<file path="config.mk">
export PLATFORM = sky130hd
export DESIGN_NAME = card_status_irq
export DESIGN_NICKNAME = d
export VERILOG_FILES = /design/src/rtl/csi_pkg.sv /design/src/rtl/csi_sync.sv /design/src/rtl/csi_flags.sv /design/src/rtl/card_status_irq.sv
export SDC_FILE = /design/constraint.sdc
export NUM_CORES = 1
export LEC_CHECK = 0
export ABC_AREA = 1
export BUFFER_PORTS_ARGS = -buffer_cell sky130_fd_sc_hd__buf_2
export CAP_MARGIN = 20
export CORE_MARGIN = 10
export CORE_UTILIZATION = 48
export CTS_CLUSTER_DIAMETER = 100
export DETAILED_ROUTE_END_ITERATION = 12
export HOLD_SLACK_MARGIN = 0.06
export PLACE_DENSITY_LB_ADDON = 0.08
export SETUP_SLACK_MARGIN = 0.1
export SLEW_MARGIN = 20
export SYNTH_ARGS = -nofsm -noshare
export SYNTH_HDL_FRONTEND = slang
export SYNTH_HIERARCHICAL = 1
export SYNTH_SLANG_ARGS = --single-unit
</file>
<file path="constraint.sdc">
create_clock -name clk -period 1.1 [get_ports clk]
set_clock_uncertainty 0.05 [all_clocks]
set_input_delay 0.055 -clock clk [delete_from_list [all_inputs] [get_ports clk]]
set_output_delay 0.055 -clock clk [all_outputs]
set_load 0.02 [all_outputs]
</file>
<file path="src/rtl/csi_pkg.sv">
package csi_pkg;
    localparam int DATA_W  = 16;
    localparam int LIVE_W  = 8;
    localparam int WATCH_W = 6;
    localparam int FLAG_W  = 6;
    localparam int SYNC_W  = LIVE_W + 1;
    localparam int LINES   = 2;
    localparam int FLAG_LO = 8;

    localparam logic [1:0] ADDR_CTRL = 2'd0;
    localparam logic [1:0] ADDR_DIAG = 2'd1;
    localparam logic [1:0] ADDR_STAT = 2'd2;

    typedef struct packed {
        logic [FLAG_W-1:0] en;
        logic              io_ie;
        logic              io_route;
        logic              sc_route;
        logic              io_mode;
    } ctrl_t;

    typedef struct packed {
        logic wait_v;
        logic wp;
        logic rdy;
        logic bvd1;
        logic bvd2;
        logic cd;
        logic en;
    } diag_t;

    localparam int CTRL_W = $bits(ctrl_t);
    localparam int DIAG_W = $bits(diag_t);
endpackage

</file>
<file path="src/rtl/csi_sync.sv">
module csi_sync #(
    parameter int WIDTH  = 9,
    parameter int STAGES = 2
) (
    input  logic             clk,
    input  logic             rst_n,
    input  logic [WIDTH-1:0] async_in,
    output logic [WIDTH-1:0] sync_out
);
    logic [WIDTH-1:0] stage_q [STAGES];

    always_ff @(posedge clk or negedge rst_n) begin
        if (!rst_n) begin
            for (int s = 0; s < STAGES; s++) stage_q[s] <= '0;
        end else begin
            stage_q[0] <= async_in;
            for (int s = 1; s < STAGES; s++) stage_q[s] <= stage_q[s-1];
        end
    end

    assign sync_out = stage_q[STAGES-1];
endmodule

</file>
<file path="src/rtl/csi_flags.sv">
module csi_flags
    import csi_pkg::*;
(
    input  logic               clk,
    input  logic               rst_n,
    input  logic [WATCH_W-1:0] watch,
    input  logic               timeout,
    input  logic [FLAG_W-1:0]  clr,
    output logic [FLAG_W-1:0]  flags
);
    // watch order: [5] cd2, [4] cd1, [3] bvd2, [2] bvd1, [1] rdy, [0] wp
    typedef struct packed {
        logic [WATCH_W-1:0] prev;
        logic [FLAG_W-1:0]  flg;
    } fstate_t;

    fstate_t st_d, st_q;
    logic [WATCH_W-1:0] chg;
    logic [FLAG_W-1:0]  set;

    always_comb begin
        chg = watch ^ st_q.prev;
        set = {chg[5] | chg[4], chg[3], chg[2], chg[1], chg[0], timeout};
        st_d.prev = watch;
        st_d.flg  = (st_q.flg & ~clr) | set;
    end

    always_ff @(posedge clk or negedge rst_n) begin
        if (!rst_n) st_q <= '0;
        else        st_q <= st_d;
    end

    assign flags = st_q.flg;

    for (genvar i = 0; i < FLAG_W; i++) begin : g_chk
        // a pending flag with no clear stays pending
        p_sticky_r3: assert property (@(posedge clk) disable iff (!rst_n)
            (flags[i] && !clr[i]) |=> flags[i]);
        // a set event beats a simultaneous clear
        p_set_wins_r4: assert property (@(posedge clk) disable iff (!rst_n)
            (set[i] && clr[i]) |=> flags[i]);
    end
endmodule

</file>
<file path="src/rtl/card_status_irq.sv">
module card_status_irq
    import csi_pkg::*;
(
    input  logic              clk,
    input  logic              rst_n,
    input  logic              pin_cd1,
    input  logic              pin_cd2,
    input  logic              pin_bvd1,
    input  logic              pin_bvd2,
    input  logic              pin_rdy,
    input  logic              pin_wp,
    input  logic              pin_wait,
    input  logic              pin_pwr,
    input  logic              pin_io_req,
    input  logic              access_timeout,
    input  logic              reg_wr,
    input  logic [1:0]        reg_addr,
    input  logic [DATA_W-1:0] reg_wdata,
    output logic [DATA_W-1:0] reg_rdata,
    output logic [LINES-1:0]  host_irq_n
);
    typedef struct packed {
        ctrl_t ctrl;
        diag_t diag;
    } rstate_t;

    rstate_t st_d, st_q;

    logic [SYNC_W-1:0] synced;
    logic [LIVE_W-1:0] live;
    logic              io_req_s;
    logic [FLAG_W-1:0] flags;
    logic [FLAG_W-1:0] clr;
    logic              summary;
    logic              io_active;
    logic [DATA_W-1:0] status;

    csi_sync #(.WIDTH(SYNC_W), .STAGES(2)) u_sync (
        .clk      (clk),
        .rst_n    (rst_n),
        .async_in ({pin_io_req, pin_cd2, pin_cd1, pin_bvd2, pin_bvd1,
                    pin_rdy, pin_wp, pin_wait, pin_pwr}),
        .sync_out (synced)
    );

    assign io_req_s = synced[SYNC_W-1];

    // diagnostic override of the watched lines (power-good is never overridden)
    always_comb begin
        live = synced[LIVE_W-1:0];
        if (st_q.diag.en) begin
            live[7] = st_q.diag.cd;
            live[6] = st_q.diag.cd;
            live[5] = st_q.diag.bvd2;
            live[4] = st_q.diag.bvd1;
            live[3] = st_q.diag.rdy;
            live[2] = st_q.diag.wp;
            live[1] = st_q.diag.wait_v;
        end
    end

    assign clr = (reg_wr && reg_addr == ADDR_STAT)
               ? reg_wdata[FLAG_LO+FLAG_W-1:FLAG_LO] : '0;

    csi_flags u_flags (
        .clk     (clk),
        .rst_n   (rst_n),
        .watch   (live[7:2]),
        .timeout (access_timeout),
        .clr     (clr),
        .flags   (flags)
    );

    assign summary   = |(flags & st_q.ctrl.en);
    assign io_active = st_q.ctrl.io_mode && st_q.ctrl.io_ie && io_req_s;
    assign status    = {st_q.ctrl.io_mode & io_req_s, summary, flags, live};

    always_comb begin
        st_d = st_q;
        if (reg_wr) begin
            case (reg_addr)
                ADDR_CTRL: st_d.ctrl = ctrl_t'(reg_wdata[CTRL_W-1:0]);
                ADDR_DIAG: st_d.diag = diag_t'(reg_wdata[DIAG_W-1:0]);
                default:   ;
            endcase
        end
    end

    always_ff @(posedge clk or negedge rst_n) begin
        if (!rst_n) st_q <= '0;
        else        st_q <= st_d;
    end

    always_comb begin
        case (reg_addr)
            ADDR_CTRL: reg_rdata = {{(DATA_W-CTRL_W){1'b0}}, st_q.ctrl};
            ADDR_DIAG: reg_rdata = {{(DATA_W-DIAG_W){1'b0}}, st_q.diag};
            ADDR_STAT: reg_rdata = status;
            default:   reg_rdata = '0;
        endcase
    end

    for (genvar l = 0; l < LINES; l++) begin : g_line
        assign host_irq_n[l] =
            !((summary   && (st_q.ctrl.sc_route == l[0])) ||
              (io_active && (st_q.ctrl.io_route == l[0])));
    end

    // with every enable off, neither host line may be asserted
    p_quiet_r6: assert property (@(posedge clk) disable iff (!rst_n)
        (st_q.ctrl.en == '0 && !st_q.ctrl.io_ie) |-> (host_irq_n == '1));
    // a pending summary routed to line 0 pulls that line low
    p_route_sc_r7: assert property (@(posedge clk) disable iff (!rst_n)
        (status[14] && !st_q.ctrl.sc_route) |-> !host_irq_n[0]);
    // memory-only mode keeps the top status bit at zero
    p_top_zero_r8: assert property (@(posedge clk) disable iff (!rst_n)
        !st_q.ctrl.io_mode |-> !status[15]);
endmodule

</file>
==> qor.yml, run 1 <==
setup_path:
  crit_path_cell_trace: "nand2_1 > nand2_1 > nor2_2 > nand2_2 > a21oi_4 > buf_6"
  max_stage_delay_ps: 400
  cp_num_buf_inv: 1
  startpoint_type: "flop"
  critPathMaxFanout: 2
  crit_path_end_kind: "output pin"
  critPathRequiredTime_ps: 1000
  cp.arrival_ps: 1360
  cp_slowest_cell: "dfrtp_1"
  critical_path_class: "flop to output pin"
  cpMostUsedCell: "nand2_1"
  worst_path_dominant_cell_family: "flip-flops"
final_layout:
  fillers: 331
  final_cell_area_sq_um: 3200
  drive_above_1_share: 0.443
  synthToLayoutAreaGrowth_pct: 45.9
  final_cell_count_no_fill: 388
  diodes: 0
  nets: 366
synth:
  ys_ff_latch: 47
  netlist_area_sq_um: 2190
  synth_area_leaders: "dfrtp_1 54%, nand2_1 13%, inv_1 6.2%, buf_4 5.8%, o21ai_2 5.6%"
  ys_types: 23
  synthCells: 245
  synth_top_area_frac: 0.537
  syn_nets: 276
  yosys_warnings: 6
  synth-seq-area-share: 0.537
  synth_top_cell_by_area: "dfrtp_1"
  avgSynthCellArea_sq_um: 8.94
run:
  drv_cap: 0
global_route:
  antenna_found_initial: 0
  grt_pass1_vias: 1943
  grt_overflow_total: 0
  track_usage: 0.148
  grt_pass1_wl_microns: 8910
  grt_max_degree: 48
die:
  pin_count: 49
  core-area_sq_um: 4380
  die_area_sq_um: 7670
  die_y_microns: 87.6
  initial_utilization: 0.500
  row_count: 24
  die_w_microns: 87.6
timing:
  worst_pin_slew_ps: 279
  finalSetupViolCount: 23
  fin_crit_sh: 1.33
  finalHoldViolCount: 0
  max_freq_ghz: 0.685
  slew_viol_final: 0
  rsz0062_at_grt: "yes"
  worst_slack_ps: -361
  fin_crit_ps: 1460
  relSlewSlack: 0.814
clock_network:
  cts-buffers-inserted: 5
  clk-insertion-delay-late_ps: 300
  clk_pin_slew_ps: 90
  clock_path_buffers: 2
  cts_tree: "yes"
  cts-root-buf: "clkbuf_8"
  cts.sinks: 47
  htree_levels: 2
placement:
  place.gp.congestion: 0.845
  io_buffer_count: 46
  place_inst: 345
  dp_hpwl_microns: 3580
  dpl_cell_area_sq_um: 2580
  pre_cts_ws_ps: -107
drt:
  wl_microns: 5280
  num_vias: 1788
  first_pass_iters: 4
  drt_iter0_drc: 74
  wl_per_cell_microns: 13.6
  drc: 0
  viasPerCell: 4.61
  final_antenna_net_count: 0
outcome:
  status: "finished, violations left"
  failed_checks: "setup timing"
power_and_ir_drop:
  power.leakage_uw: 0.00169
  fin_total_pwr_uw: 4490
  cellPowerDensity_nw_per_um2: 1410
  ir_drop_mv: 0.827
hold_path:
  min_path_type: "input pin to flop"
[area by class of cell]
type                    instances  area (sq um)  area share
inverters                      38           150      0.0470
clock buffers                   6          72.6      0.0227
flip-flops and latches         47          1180       0.368
clock inverters                 2          16.3     0.00509
well taps                      52          65.1      0.0204
multi-input cells             141           843       0.264
repair buffers                102           871       0.273
[state kept, by name, summed over array words and instances, names as in the netlist]
register         flops
u_flags/flags        6
u_sync/stage_q       9
u_sync/sync_out      9
u_flags/st_q         6
st_q                17
[per-layer routing]
layer / vias to the layer above / GRT usage / part of all wire
li1: 910 / - / -
met1: 820 / 0.175 / 0.42
met2: 46 / 0.244 / 0.50
met3: 12 / 0.0418 / 0.057
met4: 0 / 0.0667 / 0.023
met5: - / 0 / 0
[path summary, 6_finish.rpt]
check                                          endpoint  slack (ps)  depth (start not counted)                        start
max                                       host_irq_n[0]        -360                          6   u_flags/flags[5]$_DFF_PN0_
min                          u_flags/flags[4]$_DFF_PN0_          80                          6                reg_wdata[12]
max reg2reg                  u_flags/flags[1]$_DFF_PN0_        -150                          6          st_q[0]$_DFFE_PN0P_
min reg2reg                u_sync/sync_out[0]$_DFF_PN0_         300                          0  u_sync/stage_q[9]$_DFF_PN0_
max in group asynchronous           st_q[0]$_DFFE_PN0P_         570                          3                        rst_n
min in group asynchronous  u_sync/sync_out[6]$_DFF_PN0_         200                          3                        rst_n
[stage by stage]
step,TNS [ps],hold WS (ps),utilization
floorplan,-25.9,-291,-
global route,-6160,136,0.729
detailed placement,-822,7.06,0.588
CTS,-4730,63.6,0.711
global placement,-614,6.97,0.588
finish,-4780,79.8,0.729
[cell usage after synthesis, drive strengths merged]
master and count:
a22o 3, nor2 17, nand2 81, dfrtp 47, nand3 11, xnor2 1, or2 4, o21bai 1
inv 38, buf 19, o211ai 2, a21oi 4, o21ai 17
[power breakdown]
| group | leakage, uW | internal, uW | switching (uW) |
|---|---|---|---|
| clock | 0.0000418 | 457 | 591 |
| combinational | 0.00110 | 710 | 677 |
| sequential | 0.000548 | 1910 | 145 |
[worst reg2reg max path: stages (launching register included)]
cell and delay [ps]:
dfrtp_2 480, buf_6 140, nand2_2 50, nand2_2 70, buf_6 120, or2_1 230
nand3_2 60
[cell families (layout without fill, tap and decap cells)]
group | after synthesis | count (layout) | share of synthesized area
AO/OA/AOI/OAI | 27 | 27 | 0.0942
XOR/XNOR | 1 | 1 | 0.00400
buffers and inverters | 57 | 148 | 0.139
flip-flops | 47 | 47 | 0.537
AND/OR/NAND/NOR | 113 | 113 | 0.226
[repair_timing]
action                     4_1_cts  5_1_grt
pin swaps                       18       14
hold endpoints to repair        76        0
cloned                           0        0
resized for setup               57       18
setup endpoints to repair       23       26
buffers inserted                 7        8
hold buffers                    24        0
[cells in the final DEF (no fill, tap or decap), types with 4 or more instances in the layout]
cell           Yosys  final
dfrtp_1           47     46
nor2_1            16     13
buf_2              0     28
inv_1             36     31
buf_4             17     24
or2_1              4      4
nand2_4            2      6
o21ai_2           14     14
nand2_2            4     20
clkbuf_8           0      5
nand2_1           75     55
buf_6              1     24
nor2_2             1      4
inv_2              1      4
dlygate4sd3_1      0     24
nand3_2            4      8
Note: power is estimated with default switching activity, not from simulation.
==> run 2: changes to the inputs <==
- ABC_AREA: 1 -> not set
- CORE_UTILIZATION: 48 -> 47
- CTS_CLUSTER_SIZE: not set -> 20
==> qor.yml, run 2 <==
timing:
  slew_viol_final: 0
  max_freq_ghz: 0.644
  fin_crit_sh: 1.41
  relSlewSlack: 0.815
  worst_slack_ps: -454
  fin_crit_ps: 1550
  worst_pin_slew_ps: 269
  finalSetupViolCount: 28
  finalHoldViolCount: 0
  rsz0062_at_grt: "yes"
drt:
  viasPerCell: 4.98
  num_vias: 1565
  wl_per_cell_microns: 16.1
  drt_iter0_drc: 52
  first_pass_iters: 4
  wl_microns: 5040
  final_antenna_net_count: 0
  drc: 0
clock_network:
  clk_pin_slew_ps: 90
  clk-insertion-delay-late_ps: 280
  clock_path_buffers: 2
  cts-buffers-inserted: 5
  cts-root-buf: "clkbuf_8"
  cts_tree: "yes"
  cts.sinks: 47
  htree_levels: 2
placement:
  place.gp.congestion: 0.838
  io_buffer_count: 46
  dp_hpwl_microns: 3540
  place_inst: 271
synth:
  ys_types: 24
  synth_most_common_cell: "dfrtp_1"
  synth-compound-area-share: 0.0643
  ys_async_sr_fraction: 1.00
  yosys_warnings: 6
  synth.area.mux_share: 0.154
  synth_top_area_frac: 0.576
  synth_top_cell_by_area: "dfrtp_1"
  synth-seq-area-share: 0.576
  synthTopCellsByCount: "47 x dfrtp_1, 19 x mux2_2, 16 x buf_4"
  synth_top_family_by_area: "multiplexers"
  synthSimpleGateAreaFrac: 0.0937
  syn_nets: 195
  synthFlopType: "dfrtp_1"
  synth-edff-count: 0
  ys_ff_latch: 47
  synthCells: 164
  synth_xor_area_frac: 0.0257
  synthAdderAreaFrac: 0
  netlist_area_sq_um: 2040
  synth_area_leaders: "dfrtp_1 58%, mux2_2 10%, buf_4 5.9%, mux2i_1 4.9%, o21ai_0 2.9%"
  avgSynthCellArea_sq_um: 12.5
run:
  drv_cap: 0
die:
  initial_utilization: 0.496
  row_count: 23
  die_area_sq_um: 7380
  core-area_sq_um: 4120
  die_y_microns: 85.9
  pin_count: 49
  die_w_microns: 85.9
global_route:
  antenna_found_initial: 0
  grt_pass1_vias: 1694
  track_usage: 0.139
  grt_pass1_wl_microns: 8340
  grt_overflow_total: 0
  grt_max_degree: 48
hold_path:
  min_path_type: "input pin to flop"
power_and_ir_drop:
  ir_drop_mv: 0.994
  power.leakage_uw: 0.00157
  cellPowerDensity_nw_per_um2: 1560
setup_path:
  r2r-start: "st_q[0]$_DFFE_PN0P_"
  r2r_cells: 5
  startpoint_type: "flop"
  reg2reg_to: "u_flags/flags[3]$_DFF_PN0_"
  cp.arrival_ps: 1450
  crit_path_end_kind: "output pin"
  critPathRequiredTime_ps: 1000
  critical_path_class: "flop to output pin"
  reg2reg_slack_ps: -280
  critPathMaxFanout: 4
  setup.worst_path.start: "st_q[0]$_DFFE_PN0P_"
  critical_path.endpoint: "reg_rdata[2]"
final_layout:
  diodes: 0
  final_util: 0.782
  largest_register_ffs: 17
  layout_common_cells: "46 x dfrtp_1, 29 x buf_2, 29 x buf_6, 28 x buf_4, 24 x dlygate4sd3_1"
  synthToLayoutAreaGrowth_pct: 57.6
  drive_above_1_share: 0.572
  largest_register: "st_q"
  nets: 294
  layout_commonest_cell: "dfrtp_1"
  final_cell_count_no_fill: 314
outcome:
  status: "finished, violations left"
  failed_checks: "setup timing"
run 2: cell types whose count changed in the layout (fill, tap and decap cells not counted), sizes merged, moves of 5 or more:
cell / change
mux2i: +10
nand2: -72
xnor2: +5
nand3: -9
inv: -31
buf: +10
and3: +8
nor2: -13
mux2: +19
o21ai: -5
run 2: cell families (layout without fill, tap and decap cells):
| family | count (synthesis) | in the layout |
|---|---|---|
| flops | 47 | 47 |
| simple gates | 33 | 33 |
| mux | 29 | 29 |
| buf+inv | 28 | 128 |
| compound gates | 21 | 21 |
| xor+xnor | 6 | 6 |
run 2: cell type report:
type	count	area, sq um
flip-flops and latches	47	1180
inverters	8	30.0
clock buffers	6	82.6
well taps	50	62.6
clock inverters	2	35.0
multi-input cells	89	868
fillers	257	897
repair buffers	112	962
run 2: worst min path at each step:
| stage | to | slack [ps] | cells after the start | from |
|---|---|---|---|---|
| 2_1_floorplan | st_q[0]$_DFFE_PN0P_ | -290 | 0 | rst_n |
| 3_3_place_gp | u_flags/flags[4]$_DFF_PN0_ | 3 | 2 | rst_n |
| 3_5_place_dp | u_flags/flags[4]$_DFF_PN0_ | 5 | 2 | rst_n |
| 4_1_cts | u_flags/flags[5]$_DFF_PN0_ | 130 | 4 | reg_wdata[13] |
| 5_1_grt | u_flags/flags[5]$_DFF_PN0_ | 140 | 4 | reg_wdata[13] |
| 6_report | u_flags/flags[5]$_DFF_PN0_ | 130 | 4 | reg_wdata[13] |
run 2: power breakdown:
group / internal, uW / switching [uW]
clock: 736 / 561
sequential: 1950 / 176
combinational: 957 / 634
total: 3640 / 1370
run 2: stage by stage:
step	setup WS, ps	area, sq um	setup TNS [ps]	hold WS, ps	power (uW)
6_report	-454	3220	-7060	128	5010
5_1_grt	-500	3220	-8350	143	5250
4_1_cts	-441	3150	-6870	126	4960
3_5_place_dp	-202	2510	-2460	4.85	3260
3_3_place_gp	-173	2510	-2050	3.17	3230
2_1_floorplan	-51.6	2110	-396	-291	2800
run 2: routing by layer:
layer / up-vias / global-route usage / share of wire
met4: 0 / 0.0404 / 0.0038
met1: 773 / 0.164 / 0.41
met3: 3 / 0.0416 / 0.064
li1: 741 / - / -
met5: - / 0 / 0
met2: 48 / 0.239 / 0.52
run 2: critical path: stages (launching register included):
cell     delay, ps
dfrtp_2        440
buf_12         140
mux2_4         320
nand2_4         70
o21ai_2         60
buf_6          140
run 2: what timing repair did:
action                                 in CTS  in global routing
resized for setup                          61                 14
hold buffers                               24                  0
setup endpoints to repair                  29                 30
setup buffers                               8                  7
pin swaps                                   8                  6
endpoints found under the hold margin      78                  0
==> run 3: changes to the inputs <==
- CORE_UTILIZATION: 47 -> 25
==> qor.yml, run 3 (synthesis results as in run 2) <==
drt:
  num_vias: 1523
  final_antenna_net_count: 0
  wl_microns: 5520
  viasPerCell: 4.21
  drc: 0
  wl_per_cell_microns: 15.2
  drt_iter0_drc: 43
  first_pass_iters: 3
final_layout:
  largest_register_ffs: 17
  synthToLayoutAreaGrowth_pct: 58.4
  drive_above_1_share: 0.550
  layout_commonest_cell: "dfrtp_1"
  diodes: 0
  final_cell_area_sq_um: 3230
  final_util: 0.412
  layout_common_cells: "46 x dfrtp_1, 30 x buf_2, 28 x buf_4, 25 x buf_6, 24 x dlygate4sd3_1"
  nets: 290
  multi_input_area_sq_um: 865
  ff_latch_area_sq_um: 1180
  fillers: 763
  largest_register: "st_q"
clock_network:
  cts-root-buf: "clkbuf_8"
  clk-insertion-delay-late_ps: 300
  clock_path_buffers: 2
  cts-buffers-inserted: 5
  htree_levels: 2
  cts.sinks: 47
  cts_tree: "yes"
  clk_pin_slew_ps: 90
setup_path:
  crit_path_cell_trace: "mux2_4 > nand2_2 > o21ai_2 > buf_6"
  cp.arrival_ps: 1430
  max_stage_delay_ps: 520
  critical_path_class: "flop to output pin"
  crit_path_end_kind: "output pin"
  r2r_cells: 5
  startpoint_type: "flop"
  critPathRequiredTime_ps: 1000
  cp_slowest_cell: "dfrtp_2"
  critPathMaxFanout: 8
die:
  pin_count: 49
  row_count: 32
  die_area_sq_um: 12200
  die_w_microns: 110
  die_y_microns: 110
  initial_utilization: 0.260
  core-area_sq_um: 7850
run:
  drv_cap: 0
global_route:
  grt_max_degree: 48
  grt_pass1_wl_microns: 8890
  grt_overflow_total: 0
  antenna_found_initial: 0
  track_usage: 0.0941
  grt_pass1_vias: 1753
placement:
  dpl_cell_area_sq_um: 2560
  dp_hpwl_microns: 4220
  io_buffer_count: 46
  place.gp.congestion: 0.717
outcome:
  status: "finished, violations left"
  failed_checks: "setup timing"
timing:
  finalHoldViolCount: 0
  slew_viol_final: 0
  finalSetupViolCount: 27
  relSlewSlack: 0.837
  max_freq_ghz: 0.651
  fin_crit_sh: 1.40
  fin_crit_ps: 1540
  rsz0062_at_grt: "yes"
  worst_pin_slew_ps: 238
  worst_slack_ps: -435
power_and_ir_drop:
  cellPowerDensity_nw_per_um2: 1600
  ir_drop_mv: 0.514
  power.leakage_uw: 0.00155
hold_path:
  min_path_type: "input pin to flop"
  hold_path_depth: 3
-- run 3: worst paths after layout --
| path | end | startpoint | slack, ps |
|---|---|---|---|
| worst min-delay path | u_flags/flags[4]$_DFF_PN0_ | reg_wr | 110 |
| max in group asynchronous | st_q[0]$_DFFE_PN0P_ | rst_n | 540 |
| worst min register to register | u_sync/sync_out[2]$_DFF_PN0_ | u_sync/stage_q[11]$_DFF_PN0_ | 310 |
| worst max register to register | u_flags/flags[4]$_DFF_PN0_ | st_q[0]$_DFFE_PN0P_ | -350 |
| worst max-delay path | reg_rdata[5] | st_q[0]$_DFFE_PN0P_ | -440 |
| min in group asynchronous | u_flags/st_q[9]$_DFF_PN0_ | rst_n | 220 |
-- run 3: layer usage --
| metal | GRT usage | wire [microns] | vias to the layer above |
|---|---|---|---|
| met5 | 0 | 0 | - |
| met4 | 0.0275 | 61 | 0 |
| met3 | 0.0273 | 276 | 5 |
| met2 | 0.162 | 2840 | 28 |
| met1 | 0.111 | 2340 | 754 |
| li1 | - | - | 736 |
-- run 3: repair_timing --
action,4_1_cts,5_1_grt
endpoints found under the hold margin,78,0
hold buffers,24,0
pin swaps,8,7
endpoints found under the setup margin,30,30
buffers inserted,5,6
gates resized for setup,55,14
-- run 3: power by group --
part           internal, uW  leakage [uW]  switching (uW)
logic                   920      0.000946             610
clock network           909     0.0000654             595
registers              1950      0.000536             185
total                  3780       0.00155            1390
-- run 3: stage by stage --
step                instances  total power, uW  worst slack [ps]  setup TNS, ps  hold slack (ps)
floorplan                 164             2800             -51.6           -396             -291
global placement          322             3230              -261          -3260             14.3
detailed placement        322             3250              -317          -3650             13.7
CTS                       359             5130              -442          -6980              113
global route              362             5430              -508          -8420              137
finish                    362             5170              -435          -6750              111
-- run 3: final cells by class --
type,instances,area share
Sequential cell,47,0.364
Multi-Input combinational cell,89,0.267
Clock buffer,6,0.0224
Inverter,8,0.00928
Tap cell,102,0.0395
Timing Repair Buffer,108,0.279
Clock inverter,2,0.0186
-- run 3: worst max-delay path: cells and delay by family (launching register included) --
kind,cells,cell delay (ps)
and+or+nand+nor,1,70
DFF,1,520
buffers and inverters,1,130
AOI/OAI and AO/OA,1,60
muxes,1,350
